$ cat config.mk
export PLATFORM = sky130hd
export DESIGN_NAME = wiq_qualifier
export DESIGN_NICKNAME = d
export VERILOG_FILES = /design/src/rtl/wiq_pkg.sv /design/src/rtl/wiq_rst_sync.sv /design/src/rtl/wiq_sync.sv /design/src/rtl/wiq_strobe_filter.sv /design/src/rtl/wiq_reset_ctl.sv /design/src/rtl/wiq_qualifier.sv
export SDC_FILE = /design/constraint.sdc
export NUM_CORES = 1
export LEC_CHECK = 0
export BUFFER_PORTS_ARGS = -buffer_cell sky130_fd_sc_hd__buf_4
export CAP_MARGIN = 10
export CORE_MARGIN = 2
export CORE_UTILIZATION = 50
export CTS_CLUSTER_DIAMETER = 120
export CTS_CLUSTER_SIZE = 25
export DETAILED_ROUTE_END_ITERATION = 16
export GPL_ROUTABILITY_DRIVEN = 1
export PLACE_DENSITY = 0.73
export SETUP_SLACK_MARGIN = 0.02
export SLEW_MARGIN = 10
export SYNTH_ARGS = -nofsm -noshare
export SYNTH_HDL_FRONTEND = slang
export SYNTH_SLANG_ARGS = --single-unit
$ cat constraint.sdc
create_clock -name clk -period 1.1 [get_ports clk]
set_input_delay 0.11 -clock clk [delete_from_list [all_inputs] [get_ports clk]]
set_output_delay 0.11 -clock clk [all_outputs]
set_load 0.005 [all_outputs]
$ cat src/rtl/wiq_pkg.sv
package wiq_pkg;
  // Bit positions of the sampled control vector
  localparam int CTL_W  = 5;
  localparam int B_CE   = 0;
  localparam int B_OE   = 1;
  localparam int B_WE   = 2;
  localparam int B_RST  = 3;
  localparam int B_VLOW = 4;
  // Idle pin levels: strobes inactive, device reset released, supply good
  localparam logic [CTL_W-1:0] CTL_IDLE = 5'b01111;
endpackage

$ cat src/rtl/wiq_rst_sync.sv
module wiq_rst_sync #(
  parameter int STAGES = 2
) (
  input  logic clk,
  input  logic arst_n,
  output logic srst_n
);
  logic [STAGES-1:0] chain_q;
  logic [STAGES-1:0] chain_d;

  generate
    if (STAGES == 1) begin : g_one
      always_comb chain_d = 1'b1;
    end else begin : g_many
      always_comb chain_d = {chain_q[STAGES-2:0], 1'b1};
    end
  endgenerate

  always_ff @(posedge clk or negedge arst_n) begin
    if (!arst_n) chain_q <= '0;
    else         chain_q <= chain_d;
  end

  assign srst_n = chain_q[STAGES-1];
endmodule

$ cat src/rtl/wiq_sync.sv
module wiq_sync #(
  parameter int              WIDTH   = 5,
  parameter int              STAGES  = 2,
  parameter logic [WIDTH-1:0] RST_VAL = '0
) (
  input  logic             clk,
  input  logic             rst_n,
  input  logic [WIDTH-1:0] d,
  output logic [WIDTH-1:0] q
);
  localparam int CHAIN_W = WIDTH * STAGES;

  logic [CHAIN_W-1:0] chain_q;
  logic [CHAIN_W-1:0] chain_d;

  generate
    if (STAGES == 1) begin : g_one
      always_comb chain_d = d;
    end else begin : g_many
      always_comb chain_d = {chain_q[CHAIN_W-WIDTH-1:0], d};
    end
  endgenerate

  always_ff @(posedge clk or negedge rst_n) begin
    if (!rst_n) chain_q <= {STAGES{RST_VAL}};
    else        chain_q <= chain_d;
  end

  assign q = chain_q[CHAIN_W-1 -: WIDTH];
endmodule

$ cat src/rtl/wiq_strobe_filter.sv
module wiq_strobe_filter #(
  parameter int MIN_W = 4
) (
  input  logic clk,
  input  logic rst_n,
  input  logic allow,     // qualified write condition, already synchronized
  output logic qualify,   // combinational: this cycle completes the minimum width
  output logic commit     // registered one-cycle pulse
);
  localparam int CNT_W = (MIN_W < 2) ? 1 : $clog2(MIN_W + 1);
  localparam logic [CNT_W-1:0] CNT_SAT  = CNT_W'(MIN_W);
  localparam logic [CNT_W-1:0] CNT_LAST = CNT_W'(MIN_W - 1);

  logic [CNT_W-1:0] cnt_q;
  logic [CNT_W-1:0] cnt_d;
  logic             cnt_en;
  logic             commit_q;
  logic             commit_d;

  // Next-state logic
  always_comb begin
    cnt_en   = allow | (cnt_q != '0);
    cnt_d    = cnt_q;
    if (!allow)                cnt_d = '0;
    else if (cnt_q != CNT_SAT) cnt_d = cnt_q + 1'b1;
    commit_d = allow & (cnt_q == CNT_LAST);
  end

  // Registers
  always_ff @(posedge clk or negedge rst_n) begin
    if (!rst_n) begin
      cnt_q    <= '0;
      commit_q <= 1'b0;
    end else begin
      if (cnt_en) cnt_q <= cnt_d;
      commit_q <= commit_d;
    end
  end

  assign qualify = commit_d;
  assign commit  = commit_q;
endmodule

$ cat src/rtl/wiq_reset_ctl.sv
module wiq_reset_ctl (
  input  logic clk,
  input  logic rst_n,
  input  logic dev_rst_s,   // synchronized device reset, active low
  input  logic busy,
  input  logic qualify,     // a write is being accepted this cycle
  output logic abort,
  output logic op_failed,
  output logic halt
);
  logic rst_prev_q;
  logic abort_q;
  logic abort_d;
  logic fail_q;
  logic fail_d;
  logic fail_en;

  // Next-state logic
  always_comb begin
    abort_d = rst_prev_q & ~dev_rst_s & busy;
    fail_en = abort_d | qualify;
    fail_d  = abort_d;
  end

  // Registers
  always_ff @(posedge clk or negedge rst_n) begin
    if (!rst_n) begin
      rst_prev_q <= 1'b1;
      abort_q    <= 1'b0;
      fail_q     <= 1'b0;
    end else begin
      rst_prev_q <= dev_rst_s;
      abort_q    <= abort_d;
      if (fail_en) fail_q <= fail_d;
    end
  end

  assign abort     = abort_q;
  assign op_failed = fail_q;
  assign halt      = ~dev_rst_s;
endmodule

$ cat src/rtl/wiq_qualifier.sv
module wiq_qualifier #(
  parameter int MIN_W       = 4,
  parameter int SYNC_STAGES = 2
) (
  input  logic clk,
  input  logic rst_n,
  input  logic ce_n,
  input  logic oe_n,
  input  logic we_n,
  input  logic dev_rst_n,
  input  logic vlow,
  input  logic busy,
  output logic wr_commit,
  output logic abort,
  output logic op_failed,
  output logic halt,
  output logic dq_oe
);
  import wiq_pkg::*;

  logic             rst_s_n;
  logic [CTL_W-1:0] pins;
  logic [CTL_W-1:0] pins_s;
  logic             strobe_on;
  logic             permit;
  logic             allow;
  logic             qualify;

  assign pins[B_CE]   = ce_n;
  assign pins[B_OE]   = oe_n;
  assign pins[B_WE]   = we_n;
  assign pins[B_RST]  = dev_rst_n;
  assign pins[B_VLOW] = vlow;

  wiq_rst_sync #(.STAGES(2)) u_rst_sync (
    .clk    (clk),
    .arst_n (rst_n),
    .srst_n (rst_s_n)
  );

  wiq_sync #(
    .WIDTH   (CTL_W),
    .STAGES  (SYNC_STAGES),
    .RST_VAL (CTL_IDLE)
  ) u_pin_sync (
    .clk   (clk),
    .rst_n (rst_s_n),
    .d     (pins),
    .q     (pins_s)
  );

  // Write strobe and protection conditions
  assign strobe_on = ~pins_s[B_CE] & ~pins_s[B_WE];
  assign permit    = pins_s[B_OE] & ~pins_s[B_VLOW] & pins_s[B_RST];
  assign allow     = strobe_on & permit;

  wiq_strobe_filter #(.MIN_W(MIN_W)) u_filter (
    .clk     (clk),
    .rst_n   (rst_s_n),
    .allow   (allow),
    .qualify (qualify),
    .commit  (wr_commit)
  );

  wiq_reset_ctl u_reset_ctl (
    .clk       (clk),
    .rst_n     (rst_s_n),
    .dev_rst_s (pins_s[B_RST]),
    .busy      (busy),
    .qualify   (qualify),
    .abort     (abort),
    .op_failed (op_failed),
    .halt      (halt)
  );

  // Data output gating: read only while out of device reset and not writing
  assign dq_oe = pins_s[B_RST] & ~pins_s[B_CE] & ~pins_s[B_OE] & pins_s[B_WE];
endmodule

# Word-level counts from Yosys, hierarchy flattened
# Cells that the tools add are included.
[totals]
wordCells = 32
in_bits = 8
register_bits = 19
[op_classes]
bitwise = 17
n_addsub = 1
mux = 2
eq_ne = 3
reduce_logical = 2
[ops]
columns = ["cell", "count"]
rows = [
  ["bitwise AND 1 bit", 10],
  ["two-way mux 3 bit", 2],
  ["inverter 1 bit", 5],
  ["adder 3 x 1 -> 3 bit, second input constant", 1],
  ["== test 3 x 2 -> 1 bit, second input constant", 1],
  ["inequality test 3 bit, second input constant", 1],
  ["nonzero test 3 bit", 1],
  ["inequality test 2 bit, second input constant", 1],
  ["OR 1 bit", 2],
  ["AND reduction 2 bit", 1],
]

# Logic depth before layout (Yosys ltp)
# Gate-level depths: netlist (run 1).
[depth]
ltp_word = 6
depth_mapped = 5
mapped_depth_nobuf = 5

# Modules after synthesis
# From an unflattened synthesis (run 1), not the netlist that was laid out.
[hier_totals]
hier_cells = 47
area_unflattened_um2 = 690.7
[by_module_without_submodules]
columns = ["module", "n_inst", "cells_per_inst", "area_each_um2"]
rows = [
  ["wiq_sync", 1, 15, 297.8],
  ["wiq_strobe_filter", 1, 18, 209.0],
  ["wiq_reset_ctl", 1, 8, 103.8],
  ["wiq_rst_sync", 1, 3, 53.8],
  ["wiq_qualifier", 1, 3, 26.3],
]

# Worst setup path after synthesis (run 1)
# OpenSTA, ideal clock, no wires.
[synth_timing]
path_kind = "reg2reg"
start = "reg u_filter.cnt_q[0]"
end = "reg u_filter.cnt_q[1]"
stages_incl_launch_ff = 6
path_buffers = 0
arrival_ns = 1.149
setup_slack_ns = -0.190
cell_sequence = "dfrtp_1 inv_1 ha_1 and3_1 o211ai_1 o311ai_2"
[synth_via]
elab_chain_len = 3
word_cells_on_any_way = 8
cone_classes = "1 x add/sub; 2 x eq/ne; 2 x mux; 1 x bitwise; 2 x reduce/logical"
[synth_lines]
columns = ["element", "line_no", "source"]
rows = [
  ["from (decl)", "wiq_strobe_filter.sv:14", "logic [CNT_W-1:0] cnt_q;"],
  ["from (signal assigned)", "wiq_strobe_filter.sv:35", "if (cnt_en) cnt_q <= cnt_d;"],
  ["adder 3 x 1 -> 3 bit (tied with other cells)", "wiq_strobe_filter.sv:25", "else if (cnt_q != CNT_SAT) cnt_d = cnt_q + 1'b1;"],
  ["two-way mux 3 bit (tied with other cells)", "wiq_strobe_filter.sv:25", ""],
  ["two-way mux 3 bit / AND reduction 2 bit (equally long branches)", "n/a", ""],
]
# Several ways; a longest one is shown, not always the timed one. The select of a mux whose other input is x is not followed.
# A chain may end at the register's enable or synchronous reset.

# Final worst setup path (run 1)
[layout_timing]
start = "reg u_pin_sync.chain_q[8]"
end = "out dq_oe"
[layout_via]
elab_chain_len = 3
[layout_lines]
columns = ["element", "line_no", "source"]
rows = [
  ["from (decl)", "wiq_sync.sv:13", "logic [CHAIN_W-1:0] chain_q;"],
  ["from (signal assigned)", "wiq_sync.sv:25", "if (!rst_n) chain_q <= {STAGES{RST_VAL}};"],
  ["from (signal assigned)", "wiq_sync.sv:26", "else chain_q <= chain_d;"],
  ["bitwise AND 1 bit (3 in a row)", "wiq_qualifier.sv:77", "assign dq_oe = pins_s[B_RST] & ~pins_s[B_CE] & ~pins_s[B_OE] & pins_s[B_WE];"],
  ["to (decl)", "wiq_qualifier.sv:17", "output logic dq_oe"],
]
# No other way between the ends.

==> flow_metrics.py, run 1 <==
metrics = {
    "cells_and_area": {
        "finished_layout_cell_area_um2": 974.7,
        "final-seq-area_um2": 486.7,
        "proportion_of_layout_cells_with_a_drive_suffix_above_1_pct": 53.25,
        "final_cell_mix": "16 x sky130_fd_sc_hd__buf_4, 10 x sky130_fd_sc_hd__dfrtp_1, 9 x sky130_fd_sc_hd__dfstp_2",
        "num-nets-final": 89,
        "final_common_cell": "sky130_fd_sc_hd__buf_4",
        "fillCellCount": 88,
        "combined_area_of_the_multi_input_logic_cells_um2": 216.5,
        "insertedDiodeCount": 0,
        "area.growth.synth_to_final_pct": 38.86,
        "finish.cell_count_without_fillers": 92,
        "finalCoreUtilization_pct": 74.90,
    },
    "timing": {
        "fmax_ghz": 0.7326,
        "period_needed_ns": 1.365,
        "setup_violations": 7,
        "report.final.hold_viol_count": 0,
        "fin_hold_ws_ns": 0.1035,
        "unrepaired_setup_endpoints_after_global_routing": "yes",
        "layout_setup_ws_ns": -0.2649,
        "slew_violations": 0,
        "worst_clock_skew_ns": 0.002377,
        "period_share_pct": 124.1,
        "totalNegativeSetupSlack_ns": -1.250,
    },
    "global_route": {
        "final_global_route_overflow_total": 0,
        "grt_pass1_vias": 442,
        "grt_first_pass_wirelength_um": 1856,
        "antenna_found_initial": 0,
        "track_usage_pct": 14.22,
        "largest_net_degree_at_the_start_of_global_routing": 12,
    },
    "worst_hold_path": {
        "min_path_type": "input pin to flop",
        "hold_path_startpoint": "busy",
    },
    "floorplan": {
        "die_x_um": 41.47,
        "die_height_um": 41.47,
        "io_pins": 13,
        "core_region_area_um2": 1301,
        "floorplan.initialDensity_pct": 53.94,
        "rows": 13,
        "design.die.area_um2": 1719,
    },
    "worst_setup_path": {
        "worstPathCellList": "inv_2, nor4b_2, buf_4",
        "cp_slowest_stage_delay_ns": 0.55,
        "crit_fanout": 2,
        "path_depth": 3,
        "rr_startpoint": "u_pin_sync.chain_q[8]",
        "critical_path.startpoint": "u_pin_sync.chain_q[8]",
        "worst_setup_path_end_kind": "primary output",
        "critical_path_rt_ns": 0.99,
        "r2r-end": "u_filter.cnt_q[2]",
        "critical_path_data_arrival_time_ns": 1.25,
        "cp_top_family": "flip-flops",
        "cpMaxStageDelayCell": "sky130_fd_sc_hd__dfstp_2",
        "r2r_setup_slack_ns": -0.21,
        "cp-endpoint": "dq_oe",
        "r2r.worst_path.cells": 4,
        "start_kind": "flop",
        "setup.worst_path.class": "flop to primary output",
        "critPathBufInv": 2,
    },
    "synth": {
        "synth-warning-count": 0,
        "avgSynthCellArea_um2": 14.32,
        "synth_fp_nets": 60,
        "synth.lib_cells_used.distinct": 18,
        "synth_sequential_area_ratio_pct": 69.34,
        "synth_area_um2": 701.9,
        "synthesis.instances": 49,
        "synth-seq-cells": 19,
    },
    "place": {
        "dpl.cell_count": 80,
        "detailed_place_hpwl_um": 743.6,
        "final_weighted_congestion_of_routability_driven_global_placement": 0.7539,
        "io_buffer_count": 12,
        "post_dp_cell_area_um2": 853.3,
    },
    "route": {
        "dr.first_iter.drc_count": 1,
        "vias_per_cell": 5.022,
        "drtAntennaViolNets": 0,
        "dr.pass1.iters": 4,
        "drc_errors": 0,
        "post_drt_wl_per_cell_um": 11.41,
        "postRouteWirelength_um": 1050,
        "via_count": 462,
    },
    "power_and_ir_drop": {
        "leakagePower_nw": 0.4542,
        "vdd.ir_drop.worst_uv": 993.4,
        "power-per-cell-area_nw_per_um2": 1423,
    },
    "outcome": {
        "violations": "setup timing",
        "outcome": "finished with violations",
    },
    "clock_tree": {
        "clock_tree_sinks": 19,
        "clk_root_buffer_cell": "sky130_fd_sc_hd__clkbuf_4",
        "maximum_level_of_the_cts_h_tree": 1,
        "cts.clk_slew.worst_paths_ns": 0.10,
        "max_root_sink_buffers": 2,
        "clock_tree_from_tritoncts": "done",
        "cts_buffers": 3,
        "clk-insertion-delay-late_ns": 0.29,
    },
    "job": {
        "drv_cap": 0,
    },
}
## through the flow
step / setup WS, ns / total power [mW]
final: -0.2649 / 1.387
after global routing: -0.3446 / 1.482
after CTS: -0.2697 / 1.403
after detailed placement: -0.1807 / 1.022
after global placement: -0.1485 / 1.011
after floorplan: -0.1211 / 0.9292
## state kept, by name, summed over array words and instances, names as in the netlist
signal,count
u_reset_ctl.rst_prev_q,1
u_filter.commit,1
u_filter.cnt_q,3
u_pin_sync.chain_q,10
u_reset_ctl.abort,1
u_reset_ctl.op_failed,1
u_rst_sync.chain_q,2
## cells in the mapped netlist
master | count | area [um^2]
sky130_fd_sc_hd__and4bb_4 | 1 | 16.27
sky130_fd_sc_hd__a21boi_2 | 1 | 11.26
sky130_fd_sc_hd__and2_4 | 1 | 8.760
sky130_fd_sc_hd__o211ai_1 | 3 | 22.52
sky130_fd_sc_hd__nand2_1 | 2 | 7.510
sky130_fd_sc_hd__nand4_1 | 2 | 12.51
sky130_fd_sc_hd__nor2_1 | 1 | 3.750
sky130_fd_sc_hd__o21bai_1 | 1 | 7.510
sky130_fd_sc_hd__conb_1 | 1 | 3.750
sky130_fd_sc_hd__nand3_1 | 1 | 5.000
sky130_fd_sc_hd__inv_1 | 6 | 22.52
sky130_fd_sc_hd__o311ai_2 | 1 | 16.27
sky130_fd_sc_hd__nor2b_1 | 1 | 6.260
sky130_fd_sc_hd__and3_1 | 4 | 25.02
sky130_fd_sc_hd__ha_1 | 3 | 37.54
sky130_fd_sc_hd__dfstp_2 | 9 | 236.5
sky130_fd_sc_hd__dfrtp_1 | 10 | 250.2
sky130_fd_sc_hd__nor4b_1 | 1 | 8.760
## what timing repair did
action	4_1_cts	5_1_grt
gates resized for setup	4	1
setup buffers	2	0
endpoints found under the setup margin	7	7
hold endpoints to repair	7	0
pin swaps	3	0
hold buffers	6	0
## kinds of logic after synthesis
kind of cell	after synthesis	synth area share, %
adder cells (fa/ha/maj)	3	5.348
flip-flops	19	69.34
AO/OA/AOI/OAI	6	8.200
AND/OR/NAND/NOR	14	13.37
other	1	0.5342
buffers and inverters	6	3.208
## power breakdown
group,switching (mW),internal [mW],total [mW]
Sequential,0.0333,0.755,0.788
Combinational,0.106,0.162,0.268
Clock,0.196,0.135,0.331
Total,0.336,1.05,1.39
## final cells by class
| type | instances | share of cell area (%) |
|---|---|---|
| clock buffers | 3 | 2.311 |
| clock inverters | 1 | 0.5135 |
| inverters | 6 | 2.311 |
| multi-input cells | 24 | 22.21 |
| flip-flops and latches | 19 | 49.94 |
| well taps | 15 | 1.926 |
| repair buffers | 24 | 20.80 |
## worst min path at each step
stage	end	cells after the start
finish	u_reset_ctl.abort	2
global route	u_reset_ctl.abort	2
CTS	u_reset_ctl.abort	2
detailed placement	u_rst_sync.chain_q[0]	1
global placement	u_rst_sync.chain_q[0]	1
floorplan	u_rst_sync.chain_q[0]	0
## layer usage
| metal | GRT usage (%) | vias to the layer above | share of wire, % |
|---|---|---|---|
| li1 | - | 224 | - |
| met1 | 18.48 | 214 | 43 |
| met2 | 22.19 | 20 | 49 |
| met3 | 4.348 | 4 | 6.4 |
| met4 | 5.806 | 0 | 1.5 |
| met5 | 0 | - | 0 |
Power figures use the tool's default switching activity.
==> run 2, diff against run 1 <==
Settings changed: ABC_CLOCK_PERIOD_IN_PS from default to 1100, CORE_UTILIZATION 50 to 30, PLACE_DENSITY 0.73 to default.
==> flow_metrics.py, run 2 (synthesis gave the netlist of run 1 again) <==
metrics = {
    "route": {
        "via_count": 444,
        "post_drt_wl_per_cell_um": 11.52,
        "dr.pass1.iters": 4,
        "vias_per_cell": 4.229,
        "dr.first_iter.drc_count": 10,
        "drc_errors": 0,
        "postRouteWirelength_um": 1210,
        "drtAntennaViolNets": 0,
    },
    "global_route": {
        "grt_pass1_vias": 427,
        "grt_first_pass_wirelength_um": 1925,
        "track_usage_pct": 9.964,
        "final_global_route_overflow_total": 0,
        "antenna_found_initial": 0,
        "largest_net_degree_at_the_start_of_global_routing": 14,
    },
    "floorplan": {
        "core_region_area_um2": 2212,
        "design.die.area_um2": 2743,
        "die_height_um": 52.37,
        "die_x_um": 52.37,
        "io_pins": 13,
        "rows": 17,
        "floorplan.initialDensity_pct": 31.73,
    },
    "worst_setup_path": {
        "start_kind": "flop",
        "worst_setup_path_end_kind": "primary output",
        "setup.worst_path.class": "flop to primary output",
        "critical_path_data_arrival_time_ns": 1.27,
        "r2r_setup_slack_ns": -0.21,
        "r2r.worst_path.cells": 4,
        "cpMaxStageDelayCell": "sky130_fd_sc_hd__dfstp_2",
        "worstPathCellList": "inv_2, nor4b_4, buf_4",
        "r2r-end": "u_filter.cnt_q[2]",
        "rr_startpoint": "u_pin_sync.chain_q[8]",
        "crit_fanout": 2,
        "critical_path_rt_ns": 0.99,
        "cp_slowest_stage_delay_ns": 0.55,
    },
    "clock_tree": {
        "max_root_sink_buffers": 2,
        "clock_tree_sinks": 19,
        "clk-insertion-delay-late_ns": 0.30,
        "clock_tree_from_tritoncts": "done",
        "cts.clk_slew.worst_paths_ns": 0.10,
        "clk_root_buffer_cell": "sky130_fd_sc_hd__clkbuf_4",
        "maximum_level_of_the_cts_h_tree": 1,
        "cts_buffers": 3,
    },
    "cells_and_area": {
        "area.growth.synth_to_final_pct": 42.78,
        "num-nets-final": 89,
        "final_common_cell": "sky130_fd_sc_hd__buf_4",
        "largestRegisters": "u_pin_sync.chain_q x10, u_filter.cnt_q x3, u_rst_sync.chain_q x2",
        "final_cell_mix": "16 x sky130_fd_sc_hd__buf_4, 10 x sky130_fd_sc_hd__dfrtp_1, 9 x sky130_fd_sc_hd__dfstp_2",
        "insertedDiodeCount": 0,
        "largest_register_ffs": 10,
        "largest-register": "u_pin_sync.chain_q",
        "proportion_of_layout_cells_with_a_drive_suffix_above_1_pct": 53.25,
    },
    "place": {
        "final_weighted_congestion_of_routability_driven_global_placement": 0.8050,
        "placement.setup.worst_slack_ns": -0.1899,
        "detailed_place_hpwl_um": 798.6,
        "io_buffer_count": 12,
    },
    "timing": {
        "report.final.hold_viol_count": 0,
        "period_needed_ns": 1.376,
        "layout_setup_ws_ns": -0.2764,
        "slew_violations": 0,
        "unrepaired_setup_endpoints_after_global_routing": "yes",
        "worst_clock_skew_ns": 0.005900,
        "fmax_ghz": 0.7265,
        "setup_violations": 7,
        "period_share_pct": 125.1,
    },
    "power_and_ir_drop": {
        "vdd.ir_drop.worst_uv": 1057,
        "leakagePower_nw": 0.4556,
        "power-per-cell-area_nw_per_um2": 1411,
        "total_power_mw": 1.414,
    },
    "outcome": {
        "outcome": "finished with violations",
        "violations": "setup timing",
    },
    "worst_hold_path": {
        "min_path_type": "flop to async pin",
    },
    "job": {
        "drv_cap": 0,
    },
}
==> run 2: cell types whose count changed in the layout (fill, tap and decap cells not counted) <==
cell,delta
sky130_fd_sc_hd__clkinv_2,-1
sky130_fd_sc_hd__nor4b_4,+1
sky130_fd_sc_hd__nor4b_2,-1
sky130_fd_sc_hd__clkinvlp_4,+1
==> run 2: critical path: cells and delay by family (launching register included) <==
kind	cells	cell delay [ns]
buf+inv	2	0.20
flops	1	0.55
simple gates	1	0.22
==> run 2: routing by layer <==
metal	track usage, %	share of wire, %
met5	0	0
met4	2.564	0
met3	5.143	4.9
met1	11.27	38
met2	16.46	57
==> run 2: stage by stage <==
step	instance area [um^2]	hold slack (ns)	setup TNS (ns)	cells	util (%)
CTS	993.5	0.06433	-1.324	105	44.91
detailed placement	869.6	-0.1070	-0.6210	93	39.31
finish	1002	0.07082	-1.242	105	45.31
floorplan	714.4	-0.1856	-0.2299	49	-
global route	1002	0.08637	-1.669	105	45.31
global placement	869.6	-0.1074	-0.5242	93	39.31
==> run 2: power breakdown <==
| group | switching, mW | internal (mW) | total (mW) |
|---|---|---|---|
| Sequential | 0.0338 | 0.755 | 0.789 |
| Clock | 0.214 | 0.138 | 0.352 |
| Combinational | 0.110 | 0.163 | 0.273 |
==> run 2: worst max-delay path by stage <==
stage | startpoint | endpoint | cells past startpoint
after floorplan | u_filter.cnt_q[0] | u_filter.cnt_q[1] | 5
final | u_pin_sync.chain_q[8] | dq_oe | 3
after detailed placement | u_filter.cnt_q[0] | u_filter.cnt_q[1] | 5
after CTS | u_pin_sync.chain_q[8] | dq_oe | 3
after global placement | u_pin_sync.chain_q[7] | u_filter.cnt_q[1] | 3
after global routing | u_pin_sync.chain_q[8] | dq_oe | 3
==> run 2: cell type report <==
class / count / area [um^2]
Tap cell: 28 / 35.03
Fill cell: 208 / 1210
Multi-Input combinational cell: 24 / 225.2
Timing Repair Buffer: 24 / 202.7
Sequential cell: 19 / 486.7
Clock buffer: 3 / 22.52
Clock inverter: 1 / 7.507
Inverter: 6 / 22.52
==> run 2: repair_timing <==
item	CTS	global route
buffers inserted	3	1
gates cloned	0	0
setup endpoints to repair	7	7
resized for setup	5	1
hold buffers	6	0
pin swaps	3	2
hold endpoints to repair	7	0
==> run 3, diff against run 2 <==
Settings changed: SYNTH_HIERARCHICAL from default to 1.
==> flow_metrics.py, run 3 <==
metrics = {
    "synth": {
        "synth-warning-count": 6,
        "proportion_of_synthesized_area_in_mux_cells_pct": 0,
        "post_synth_most_frequent_cells": "10 x sky130_fd_sc_hd__dfrtp_1, 9 x sky130_fd_sc_hd__dfstp_2, 5 x sky130_fd_sc_hd__buf_4, 5 x sky130_fd_sc_hd__inv_1, 3 x sky130_fd_sc_hd__ha_1",
        "synthesis.instances": 47,
        "yosys.area.top_type_share_pct": 36.23,
        "post_synth_and_or_nand_nor_area_fraction_pct": 7.246,
        "netlist_top_cells_area": "sky130_fd_sc_hd__dfrtp_1 36%, sky130_fd_sc_hd__dfstp_2 34%, sky130_fd_sc_hd__buf_4 5.4%, sky130_fd_sc_hd__ha_1 5.4%, sky130_fd_sc_hd__inv_1 2.7%",
        "dominantRegCellSynth": "sky130_fd_sc_hd__dfrtp_1",
        "synth.lib_cells_used.distinct": 16,
        "synth_area_um2": 690.7,
        "synth_fp_nets": 58,
        "yosysTopAreaCell": "sky130_fd_sc_hd__dfrtp_1",
        "avgSynthCellArea_um2": 14.69,
        "share_of_synthesized_cell_area_in_full_adder_half_adder_and_majority_cells_pct": 5.435,
        "async_flop_share_pct": 100.0,
        "synth_edf_count": 0,
        "synth_top_family_by_area": "buffers and inverters",
        "synth_compound_gate_area_share_pct": 6.884,
        "yosysMostFrequentCell": "sky130_fd_sc_hd__dfrtp_1",
        "yosys.area_share.xor_xnor_pct": 1.268,
        "synth-seq-cells": 19,
        "synth_sequential_area_ratio_pct": 70.47,
    },
    "cells_and_area": {
        "final_cell_mix": "15 x sky130_fd_sc_hd__buf_4, 10 x sky130_fd_sc_hd__dfrtp_1, 9 x sky130_fd_sc_hd__dfstp_2",
        "final-seq-area_um2": 486.7,
        "largestRegisters": "u_pin_sync/chain_q x10, u_filter/cnt_q x3, u_rst_sync/chain_q x2",
        "finalCoreUtilization_pct": 43.00,
        "num-nets-final": 80,
        "final_common_cell": "sky130_fd_sc_hd__buf_4",
        "combined_area_of_the_multi_input_logic_cells_um2": 191.4,
        "area.growth.synth_to_final_pct": 36.41,
        "insertedDiodeCount": 0,
        "largest-register": "u_pin_sync/chain_q",
        "proportion_of_layout_cells_with_a_drive_suffix_above_1_pct": 55.88,
        "largest_register_ffs": 10,
        "finish.cell_count_without_fillers": 96,
        "fillCellCount": 216,
    },
    "floorplan": {
        "floorplan.initialDensity_pct": 31.52,
        "design.die.area_um2": 2702,
        "die_x_um": 51.98,
        "die_height_um": 51.98,
        "core_region_area_um2": 2191,
        "io_pins": 13,
        "rows": 17,
    },
    "worst_setup_path": {
        "crit_fanout": 2,
        "rr_startpoint": "u_pin_sync/chain_q[7]",
        "critical_path.startpoint": "u_pin_sync/chain_q[8]",
        "cp-endpoint": "dq_oe",
        "start_kind": "flop",
        "r2r_setup_slack_ns": -0.20,
        "r2r-end": "u_filter/cnt_q[0]",
        "critical_path_data_arrival_time_ns": 1.23,
        "cp_slowest_stage_delay_ns": 0.55,
        "setup.worst_path.class": "flop to primary output",
        "worst_setup_path_end_kind": "primary output",
        "worstPathCellList": "buf_6, and4bb_1, buf_4",
        "critical_path_rt_ns": 0.99,
        "r2r.worst_path.cells": 4,
        "cpMaxStageDelayCell": "sky130_fd_sc_hd__dfstp_2",
    },
    "timing": {
        "slew_violations": 0,
        "fmax_ghz": 0.7481,
        "report.final.hold_viol_count": 0,
        "layout_setup_ws_ns": -0.2368,
        "period_share_pct": 121.5,
        "totalNegativeSetupSlack_ns": -0.8757,
        "worst_clock_skew_ns": 0.006108,
        "setup_violations": 5,
        "unrepaired_setup_endpoints_after_global_routing": "yes",
        "period_needed_ns": 1.337,
    },
    "route": {
        "drtAntennaViolNets": 0,
        "drc_errors": 0,
        "post_drt_wl_per_cell_um": 9.990,
        "dr.first_iter.drc_count": 3,
        "postRouteWirelength_um": 959,
        "vias_per_cell": 4.156,
        "dr.pass1.iters": 2,
        "via_count": 399,
    },
    "clock_tree": {
        "clk-insertion-delay-late_ns": 0.29,
        "cts.clk_slew.worst_paths_ns": 0.09,
        "clk_root_buffer_cell": "sky130_fd_sc_hd__clkbuf_4",
        "clock_tree_sinks": 19,
        "max_root_sink_buffers": 2,
        "clock_tree_from_tritoncts": "done",
        "cts_buffers": 3,
        "maximum_level_of_the_cts_h_tree": 1,
    },
    "global_route": {
        "largest_net_degree_at_the_start_of_global_routing": 18,
        "antenna_found_initial": 0,
        "final_global_route_overflow_total": 0,
        "grt_first_pass_wirelength_um": 1718,
        "track_usage_pct": 9.146,
        "grt_pass1_vias": 406,
    },
    "job": {
        "drv_cap": 0,
    },
    "power_and_ir_drop": {
        "leakagePower_nw": 0.4222,
        "power-per-cell-area_nw_per_um2": 1460,
        "vdd.ir_drop.worst_uv": 964.2,
        "total_power_mw": 1.375,
    },
    "place": {
        "detailed_place_hpwl_um": 678.8,
        "io_buffer_count": 12,
        "final_weighted_congestion_of_routability_driven_global_placement": 0.6687,
        "dpl.cell_count": 85,
        "placement.setup.worst_slack_ns": -0.1781,
    },
    "outcome": {
        "outcome": "finished with violations",
        "violations": "setup timing",
    },
    "worst_hold_path": {
        "min_path_type": "input pin to flop",
    },
}
run 3: what timing repair did:
item                                   CTS  global route
endpoints found under the hold margin    7             0
setup buffers                            1             0
resized for setup                        9             1
pin swaps                                5             1
hold buffers                             6             0
setup endpoints to repair                7             7
run 3: worst max-delay path, delay by kind of cell, from the launching register on:
family / cells / cell delay, ns
buf+inv: 2 / 0.20
simple gates: 1 / 0.20
flops: 1 / 0.55
run 3: layer usage:
| metal | global-route usage (%) | wire [um] | vias up |
|---|---|---|---|
| li1 | - | - | 187 |
| met1 | 10.40 | 392 | 199 |
| met2 | 15.19 | 509 | 11 |
| met3 | 2.586 | 48 | 2 |
| met4 | 5.263 | 8 | 0 |
| met5 | 0 | 0 | - |
run 3: power breakdown:
group | total [mW] | switching (mW) | internal [mW]
Clock | 0.336 | 0.195 | 0.141
Combinational | 0.244 | 0.105 | 0.139
Sequential | 0.795 | 0.0321 | 0.763
Total | 1.38 | 0.332 | 1.04
run 3: worst min-delay path by stage:
stage,slack (ns),from,cells past startpoint,endpoint
finish,0.09,busy,3,u_reset_ctl/abort
global route,0.08,busy,3,u_reset_ctl/abort
CTS,0.07,busy,3,u_reset_ctl/abort
detailed placement,-0.11,rst_n,1,u_rst_sync/chain_q[0]
global placement,-0.11,rst_n,1,u_rst_sync/chain_q[0]
floorplan,-0.19,rst_n,0,u_rst_sync/chain_q[0]
run 3: layout make-up:
| cell class | instances | share of cell area [%] |
|---|---|---|
| Timing Repair Buffer | 22 | 19.52 |
| Multi-Input combinational cell | 18 | 20.32 |
| Inverter | 5 | 1.992 |
| Tap cell | 28 | 3.718 |
| Clock buffer | 4 | 2.789 |
| Sequential cell | 19 | 51.66 |
run 3: cells by family after synthesis:
| group | count (synthesis) |
|---|---|
| XOR/XNOR | 1 |
| AO/OA/AOI/OAI | 5 |
| AND/OR/NAND/NOR | 8 |
| adder cells (fa/ha/maj) | 3 |
| buffers and inverters | 10 |
| other | 1 |
| flip-flops | 19 |
run 3: through the flow:
stage	area [um^2]	hold WS [ns]
after floorplan	698.2	-0.1856
after global placement	804.5	-0.1068
after detailed placement	804.5	-0.1065
after CTS	939.7	0.07471
after global routing	942.2	0.08292
final	942.2	0.09065
